===== config.mk =====
export PLATFORM = sky130hd
export DESIGN_NAME = thermo_alarm
export DESIGN_NICKNAME = d
export VERILOG_FILES = /design/src/rtl/thermo_alarm_pkg.sv /design/src/rtl/thermo_cfg_decode.sv /design/src/rtl/thermo_run_count.sv /design/src/rtl/thermo_alarm_fsm.sv /design/src/rtl/thermo_alarm.sv
export SDC_FILE = /design/constraint.sdc
export NUM_CORES = 1
export LEC_CHECK = 0
export BUFFER_PORTS_ARGS = -buffer_cell sky130_fd_sc_hd__buf_2
export CELL_PAD_IN_SITES_DETAIL_PLACEMENT = 0
export CELL_PAD_IN_SITES_GLOBAL_PLACEMENT = 1
export CORE_MARGIN = 2
export CORE_UTILIZATION = 34
export CTS_CLUSTER_DIAMETER = 30
export DETAILED_ROUTE_END_ITERATION = 7
export HOLD_SLACK_MARGIN = 0.06
export PLACE_DENSITY_LB_ADDON = 0.08
export SETUP_SLACK_MARGIN = 0.5
export SYNTH_ARGS = -nofsm -noshare
export SYNTH_HDL_FRONTEND = slang
export SYNTH_SLANG_ARGS = --single-unit

===== constraint.sdc =====
create_clock -name clk -period 4.6 [get_ports clk]
set_input_delay 0.69 -clock clk [delete_from_list [all_inputs] [get_ports clk]]
set_output_delay 0.69 -clock clk [all_outputs]
set_load 0.005 [all_outputs]

===== src/rtl/thermo_alarm_pkg.sv =====
package thermo_alarm_pkg;

    typedef enum logic [1:0] {
        ST_WATCH_HI = 2'd0,
        ST_HELD_HI  = 2'd1,
        ST_WATCH_LO = 2'd2,
        ST_HELD_LO  = 2'd3
    } thermo_state_e;

    typedef struct packed {
        logic       spare;
        logic [1:0] resol;
        logic [1:0] run_code;
        logic       pol_high;
        logic       intr_mode;
        logic       shutdown;
    } thermo_cfg_t;

    localparam int CNT_W = 3;

    function automatic logic [CNT_W-1:0] run_need(input logic [1:0] code);
        if (code == 2'd0) return CNT_W'(1);
        return CNT_W'({code, 1'b0});
    endfunction

endpackage


===== src/rtl/thermo_cfg_decode.sv =====
module thermo_cfg_decode
    import thermo_alarm_pkg::*;
(
    input  logic [7:0]       cfg_byte,
    output logic [CNT_W-1:0] need,
    output logic             pol_high,
    output logic             intr_mode,
    output logic             shutdown
);
    thermo_cfg_t cfg_s;

    always_comb begin
        cfg_s     = thermo_cfg_t'(cfg_byte);
        need      = run_need(cfg_s.run_code);
        pol_high  = cfg_s.pol_high;
        intr_mode = cfg_s.intr_mode;
        shutdown  = cfg_s.shutdown;
    end
endmodule


===== src/rtl/thermo_run_count.sv =====
module thermo_run_count
    import thermo_alarm_pkg::*;
(
    input  logic             clk,
    input  logic             rst_n,
    input  logic             smp_take,
    input  logic             smp_match,
    input  logic [CNT_W-1:0] need,
    output logic [CNT_W-1:0] cnt,
    output logic             hit
);
    logic [CNT_W:0] cnt_inc;

    always_comb begin
        cnt_inc = {1'b0, cnt} + (CNT_W+1)'(1);
        hit     = smp_take && smp_match && (cnt_inc >= {1'b0, need});
    end

    always_ff @(posedge clk or negedge rst_n) begin
        if (!rst_n) begin
            cnt <= '0;
        end else if (smp_take) begin
            if (!smp_match || hit) cnt <= '0;
            else                   cnt <= cnt_inc[CNT_W-1:0];
        end
    end


    cnt_range_chk: assert property (@(posedge clk) disable iff (!rst_n)
        cnt <= CNT_W'(5));


    run_break_chk: assert property (@(posedge clk) disable iff (!rst_n)
        (smp_take && !smp_match) |=> (cnt == '0));


    cnt_hold_chk: assert property (@(posedge clk) disable iff (!rst_n)
        !smp_take |=> $stable(cnt));
endmodule


===== src/rtl/thermo_alarm_fsm.sv =====
module thermo_alarm_fsm
    import thermo_alarm_pkg::*;
(
    input  logic          clk,
    input  logic          rst_n,
    input  logic          smp_vld,
    input  logic          hit,
    input  logic          rd_pulse,
    input  logic          intr_mode,
    input  logic          shutdown,
    output thermo_state_e state,
    output logic          smp_take,
    output logic          watch_hot,
    output logic          active
);
    thermo_state_e nxt;
    logic          ack;

    assign ack = rd_pulse && !shutdown;

    always_comb begin
        nxt = state;
        unique case (state)
            ST_WATCH_HI: if (hit) nxt = intr_mode ? ST_HELD_HI : ST_WATCH_LO;
            ST_HELD_HI:  if (ack) nxt = ST_WATCH_LO;
            ST_WATCH_LO: if (hit) nxt = intr_mode ? ST_HELD_LO : ST_WATCH_HI;
            ST_HELD_LO:  if (ack) nxt = ST_WATCH_HI;
            default:     nxt = ST_WATCH_HI;
        endcase
    end

    always_ff @(posedge clk or negedge rst_n) begin
        if (!rst_n) state <= ST_WATCH_HI;
        else        state <= nxt;
    end

    always_comb begin
        smp_take  = 1'b0;
        watch_hot = 1'b0;
        active    = 1'b0;
        unique case (state)
            ST_WATCH_HI: begin
                smp_take  = smp_vld && !shutdown;
                watch_hot = 1'b1;
            end
            ST_HELD_HI:  active = 1'b1;
            ST_WATCH_LO: begin
                smp_take = smp_vld && !shutdown;
                active   = !intr_mode;
            end
            ST_HELD_LO:  active = 1'b1;
            default:     active = 1'b0;
        endcase
    end


    sd_hold_chk: assert property (@(posedge clk) disable iff (!rst_n)
        shutdown |=> $stable(state));


    ack_leave_chk: assert property (@(posedge clk) disable iff (!rst_n)
        ((state == ST_HELD_HI) && rd_pulse && !shutdown) |=> (state == ST_WATCH_LO));


    watch_keep_chk: assert property (@(posedge clk) disable iff (!rst_n)
        ((state == ST_WATCH_HI) && !hit) |=> (state == ST_WATCH_HI));


    held_wait_chk: assert property (@(posedge clk) disable iff (!rst_n)
        ((state == ST_HELD_LO) && !rd_pulse) |=> (state == ST_HELD_LO));
endmodule


===== src/rtl/thermo_alarm.sv =====
module thermo_alarm
    import thermo_alarm_pkg::*;
#(
    parameter int DATA_W = 16
) (
    input  logic              clk,
    input  logic              rst_n,
    input  logic              smp_vld,
    input  logic [DATA_W-1:0] smp_temp,
    input  logic [DATA_W-1:0] lim_hot,
    input  logic [DATA_W-1:0] lim_cold,
    input  logic [7:0]        cfg_byte,
    input  logic              rd_pulse,
    output logic              alarm_pin
);
    logic [CNT_W-1:0] need;
    logic [CNT_W-1:0] run_cnt;
    logic             pol_high, intr_mode, shutdown;
    logic             smp_take, watch_hot, active, hit, smp_match;
    logic             is_above, is_below;
    thermo_state_e    state;

    thermo_cfg_decode u_cfg (
        .cfg_byte (cfg_byte),
        .need     (need),
        .pol_high (pol_high),
        .intr_mode(intr_mode),
        .shutdown (shutdown)
    );

    always_comb begin
        is_above  = $signed(smp_temp) > $signed(lim_hot);
        is_below  = $signed(smp_temp) < $signed(lim_cold);
        smp_match = watch_hot ? is_above : is_below;
    end

    thermo_run_count u_cnt (
        .clk      (clk),
        .rst_n    (rst_n),
        .smp_take (smp_take),
        .smp_match(smp_match),
        .need     (need),
        .cnt      (run_cnt),
        .hit      (hit)
    );

    thermo_alarm_fsm u_fsm (
        .clk      (clk),
        .rst_n    (rst_n),
        .smp_vld  (smp_vld),
        .hit      (hit),
        .rd_pulse (rd_pulse),
        .intr_mode(intr_mode),
        .shutdown (shutdown),
        .state    (state),
        .smp_take (smp_take),
        .watch_hot(watch_hot),
        .active   (active)
    );

    assign alarm_pin = pol_high ? active : !active;


    rise_cause_chk: assert property (@(posedge clk) disable iff (!rst_n)
        ($rose(active) && $stable(intr_mode)) |-> $past(smp_vld));


    cmp_release_chk: assert property (@(posedge clk) disable iff (!rst_n)
        (!intr_mode && (state == ST_WATCH_LO) && !smp_vld && !shutdown) |=> active);
endmodule


# Yosys cells after proc, flatten, opt, wreduce, memory -nomap -nowiden

Cells that the tools add are included.

Memories kept: 0
Bits in read-only memories: 0
Output and inout bits: 1
Bits in latches: 0
Word-level logic and storage cells: 43
Flip-flop bits (word level): 5
Bits of input ports: 60
RAM bits: 0

Bitwise gates (word level): 0
Reductions and logical operators: 14
Multiply operators: 0
Add/sub/neg operators: 1
Eq/ne operators: 7
$lt $le $gt $ge: 3
Divide/modulo/power cells: 0
Shift operators: 0
Muxes and demuxes: 16

Operators by type and width:

| kind                  | count |
|---|---|
| $gt A16 B16 Y1        | 1 |
| $lt A16 B16 Y1        | 1 |
| $mux W2               | 6 |
| $mux W3               | 3 |
| $pmux W2 S4           | 1 |
| $mux W1               | 5 |
| $add A3 B1 Y4 const B | 1 |
| $eq A2 B2 Y1 const B  | 2 |
| $ge A4 B3 Y1          | 1 |
| $logic_and A1 B1 Y1   | 4 |
| $logic_not A1 Y1      | 4 |
| $logic_not A2 Y1      | 2 |
| $ne A2 B1 Y1 const B  | 2 |
| $ne A2 B2 Y1 const B  | 2 |
| $reduce_and A4 Y1     | 1 |
| $reduce_or A2 Y1      | 2 |
| $eq A2 B1 Y1 const B  | 1 |
| $pmux W1 S2           | 1 |
| $logic_or A1 B1 Y1    | 1 |

# Longest topological paths before layout

Depth after elaboration: 7
Gate-level depth with buffers: 10
Mapped depth without buffers: 10

# By module

From an unflattened synthesis, not the netlist that was laid out.

Cells, all modules: 158
Area, all modules: 1221.2 µm²

By module, submodules not included:

| module            | times used | area an instance (µm²) | cells an instance |
|---|---|---|---|
| thermo_alarm      | 1          | 837.1                  | 112 |
| thermo_run_count  | 1          | 232.7                  | 26 |
| thermo_alarm_fsm  | 1          | 117.6                  | 14 |
| thermo_cfg_decode | 1          | 33.8                   | 6 |

# Least setup slack after synthesis

OpenSTA, ideal clock, no wires.

Path kind: input port to flip-flop
Start: input port lim_hot[5]
End: register u_fsm.state[1]
Cell stages on the path: 10
Path buffers: 0
Slack: 2.159 ns
Required time: 4.468 ns
Arrival time: 2.310 ns
Path through: inv_1 -> ha_1 -> a211oi_2 -> nor2_1 -> a221oi_2 -> nand3_1 -> and4b_1 -> nor3_2 -> o31ai_2 -> xor2_1

Word-level cells in the longest chain between the ends: 6

RTL lines:

| element                               | line                   | RTL |
|---|---|---|
| from (decl)                           | thermo_alarm.sv:10     | `input logic [DATA_W-1:0] lim_hot,` |
| $gt A16 B16 Y1 (*)                    | thermo_alarm.sv:32     | `is_above = $signed(smp_temp) > $signed(lim_hot);` |
| $mux W1 (*)                           | thermo_alarm.sv:34     | `smp_match = watch_hot ? is_above : is_below;` |
| $logic_and A1 B1 Y1 (*) (2 in series) | thermo_run_count.sv:16 | `hit = smp_take && smp_match && (cnt_inc >= {1'b0, need});` |
| $ne A2 B2 Y1 (no line)                | --                     |  |
| $reduce_and A4 Y1 (no line) (*)       | --                     |  |
| to (signal assigned)                  | thermo_alarm_fsm.sv:34 | `else state <= nxt;` |
| to (decl)                             | thermo_alarm_fsm.sv:11 | `output thermo_state_e state,` |

Mark *: on every way between the ends. The rest lies on a longest branch, timed or not.
A chain may end at the register's enable or synchronous reset.

# Worst setup path after layout

Start: input port smp_temp[15]
End: register u_fsm.state[1]

Word-level cells in the longest chain between the ends: 6

RTL lines:

| element                                                 | line                                   | RTL |
|---|---|---|
| from (decl)                                             | thermo_alarm.sv:9                      | `input logic [DATA_W-1:0] smp_temp,` |
| $lt A16 B16 Y1 / $gt A16 B16 Y1 (equally long branches) | thermo_alarm.sv:33, thermo_alarm.sv:32 |  |
| $mux W1 (*)                                             | thermo_alarm.sv:34                     |  |
| $logic_and A1 B1 Y1 (*) (2 in series)                   | thermo_run_count.sv:16                 |  |
| $ne A2 B2 Y1 (no line)                                  | --                                     |  |
| $reduce_and A4 Y1 (no line) (*)                         | --                                     |  |

Marks and branches as above.

==> impl_metrics.ini <==
[clocking]
cts_setup_buffers = 0
root_buffer = clkbuf_4
h-tree-depth = 1
cts_tree = yes
clock-sinks = 5
numCtsBuffers = 3
cts.clk_slew.worst_paths_ns = 0.05
clk_latency_ns = 0.25
cts_resized = 0
cts_hold_buf = 0
clockBufferDepth = 2

[yosys]
synth_top_area_share_pct = 36.5
synthXorXnorAreaFrac_pct = 2.19
synth-edff-count = 0
synth.avg_cell_area_um2 = 7.59
synthAdderAreaFrac_pct = 36.5
syn_inst = 158
synth_nets = 253
synth.ff_latch_count = 5
ys_top_cells_by_count = inv_1, ha_1, nand2_1, a21oi_1, nor2_1
synth.most_common_cell = inv_1
synthMuxAreaShare_pct = 0
synth.distinct_cells = 30
synth_top_family_by_area = adder cells
ys_async_sr_fraction_pct = 100
synth_compound_area_share_pct = 19.3
seq_area_frac_synth_pct = 10.4
synthTopCellsByArea = ha_1, inv_1, dfrtp_1
yosys_warnings = 0
yosysTopAreaCell = ha_1
synth_area_um2 = 1200
synthFlopType = dfrtp_1
synth-simple-area-share_pct = 19.3

[sta]
slew_headroom_pct = 73.7
fin_setup_tns_ns = 0
fin_skew_ns = 0.00286
tightest_slew_ns = 0.389
timing.hold.ws_ns = 0.239
rsz0062_at_grt = false
finalCritPeriodShare_pct = 55.3
max_freq_mhz = 393
setup_ws_ns = 2.05
slew_viol_final = 0
post-route-min-period_ns = 2.55
finalSetupViolations = 0
hold_viol = 0

[floorplanning]
dieArea_um2 = 4020
start_util_pct = 35.6
num_rows = 21
die_w_um = 63.4
die_h_um = 63.4
pin_count = 61
core_area_um2 = 3360

[power]
vdd_ir_drop_max_v = 0.0000765
power_density_nw_per_um2 = 211
p_leak_nw = 0.955
power_mw = 0.331

[grt]
grt_pass1_wl_mm = 4.77
grt_max_degree = 6
gr-max-usage-layer = met2
met3_usage_pct = 2.86
grt_util_all_layers_pct = 14.0
grt_pass1_vias = 1266
overflow = 0
grt.met2_usage_pct = 26.2
met1_usage_pct = 16.6
antenna_found_initial = 0

[placed_design]
place.gp.congestion = 0.768
place_inst = 261
hpwl_mm = 2.48
post-place-ws_ns = 1.75
numPortBuffers = 57

[finish]
multiInputGateArea_um2 = 927
final_nets = 315
nFillCells = 386
drive_above_1_share_pct = 30.1
areaGrowthSynthToFinish_pct = 30.9
seqCellArea_um2 = 125
final_cells = 265
n_antenna_cell = 0

[detailed_routing]
vias = 1252
ant_nets = 0
drt-pass1-iter-count = 4
drtIter0Drc = 37
drc = 0
detail_route.wl_per_cell_um = 10.0
routed_wl_mm = 2.66
viasPerCell = 4.72

[critical_path]
crit_path_start_kind = primary input
cp.arrival_ns = 2.67
r2r_slack_ns = 2.57
cp-end-kind = flip-flop
timing.rr.start = u_cnt.cnt[0]
required_ns = 4.73
worst_r2r_path_depth = 8
critPathKind = in2reg
cp_max_fo = 5
regToRegEndpoint = u_fsm.state[1]

[run]
maxCapViolations = 0

[run_status]
status = completed

[worst_hold_path]
hp-class = in2async
-- worst max-delay path by stage --
stage	startpoint	end	depth (start not counted)
after floorplan	lim_hot[5]	u_fsm.state[1]	10
after global placement	smp_temp[15]	u_fsm.state[1]	9
after detailed placement	smp_temp[15]	u_fsm.state[1]	9
after CTS	smp_temp[15]	u_fsm.state[1]	9
after global routing	lim_cold[15]	u_fsm.state[1]	10
final	smp_temp[15]	u_fsm.state[1]	9
-- layout make-up --
| cell class | count | share of cell area (%) |
|---|---|---|
| Clock buffer | 3 | 1.44 |
| Clock inverter | 1 | 0.319 |
| Inverter | 39 | 9.33 |
| Multi-Input combinational cell | 114 | 59.1 |
| Sequential cell | 5 | 7.97 |
| Tap cell | 46 | 3.67 |
| Timing Repair Buffer | 57 | 18.2 |
-- layout by cell type, fill, tap and decap left out, drive strengths merged --
| cell | synthesis | final |
|---|---|---|
| a2111oi | 1 | 1 |
| a211oi | 3 | 3 |
| a21boi | 1 | 1 |
| a21o | 3 | 3 |
| a21oi | 10 | 10 |
| a221oi | 1 | 1 |
| a311oi | 1 | 1 |
| a31oi | 1 | 1 |
| and2 | 1 | 1 |
| and4 | 2 | 2 |
| and4b | 1 | 1 |
| buf | 0 | 57 |
| clkbuf | 0 | 3 |
| clkinv | 0 | 1 |
| dfrtp | 5 | 5 |
| ha | 35 | 35 |
| inv | 39 | 39 |
| nand2 | 11 | 11 |
| nand2b | 4 | 4 |
| nand3 | 4 | 4 |
| nand3b | 2 | 2 |
| nand4 | 5 | 5 |
| nor2 | 8 | 8 |
| nor3 | 5 | 5 |
| o21a | 1 | 1 |
| o21ai | 5 | 5 |
| o311ai | 1 | 1 |
| o31ai | 4 | 4 |
| o41ai | 1 | 1 |
| xor2 | 3 | 3 |
-- power breakdown --
| part | internal (mW) | switching (mW) | leakage (nW) |
|---|---|---|---|
| Combinational | 0.0939 | 0.100 | 0.874 |
| Sequential | 0.0621 | 0.0213 | 0.0633 |
| Clock | 0.0317 | 0.0216 | 0.0177 |
| Total | 0.188 | 0.143 | 0.955 |
-- metrics by stage --
step	util (%)	area, um^2
after floorplan	-	1200
after global placement	45.8	1540
after detailed placement	45.8	1540
after CTS	46.7	1570
after global routing	46.7	1570
final	46.7	1570
-- sequential cells by signal (all words and copies together) (netlist names) --
register and flops:
u_cnt.cnt 3, u_fsm.state 2
-- layer usage --
layer	wire [um]	part of all wire, %
met1	1180	44
met2	1300	49
met3	161	6.1
met4	10	0.38
met5	0	0
-- cell families after synthesis --
kind of cell | Yosys count
flops | 5
simple gates | 43
buf+inv | 39
xor+xnor | 3
fa+ha+maj | 35
compound gates | 33
-- worst max-delay path, stage by stage --
cell	delay, ns
buf_2	0.11
ha_1	0.32
nand4_1	0.15
nor3_1	0.35
o311ai_1	0.21
and4_1	0.20
nor3_2	0.36
o31ai_2	0.12
xor2_1	0.15
No activity file was read; power rests on OpenSTA's default activity.
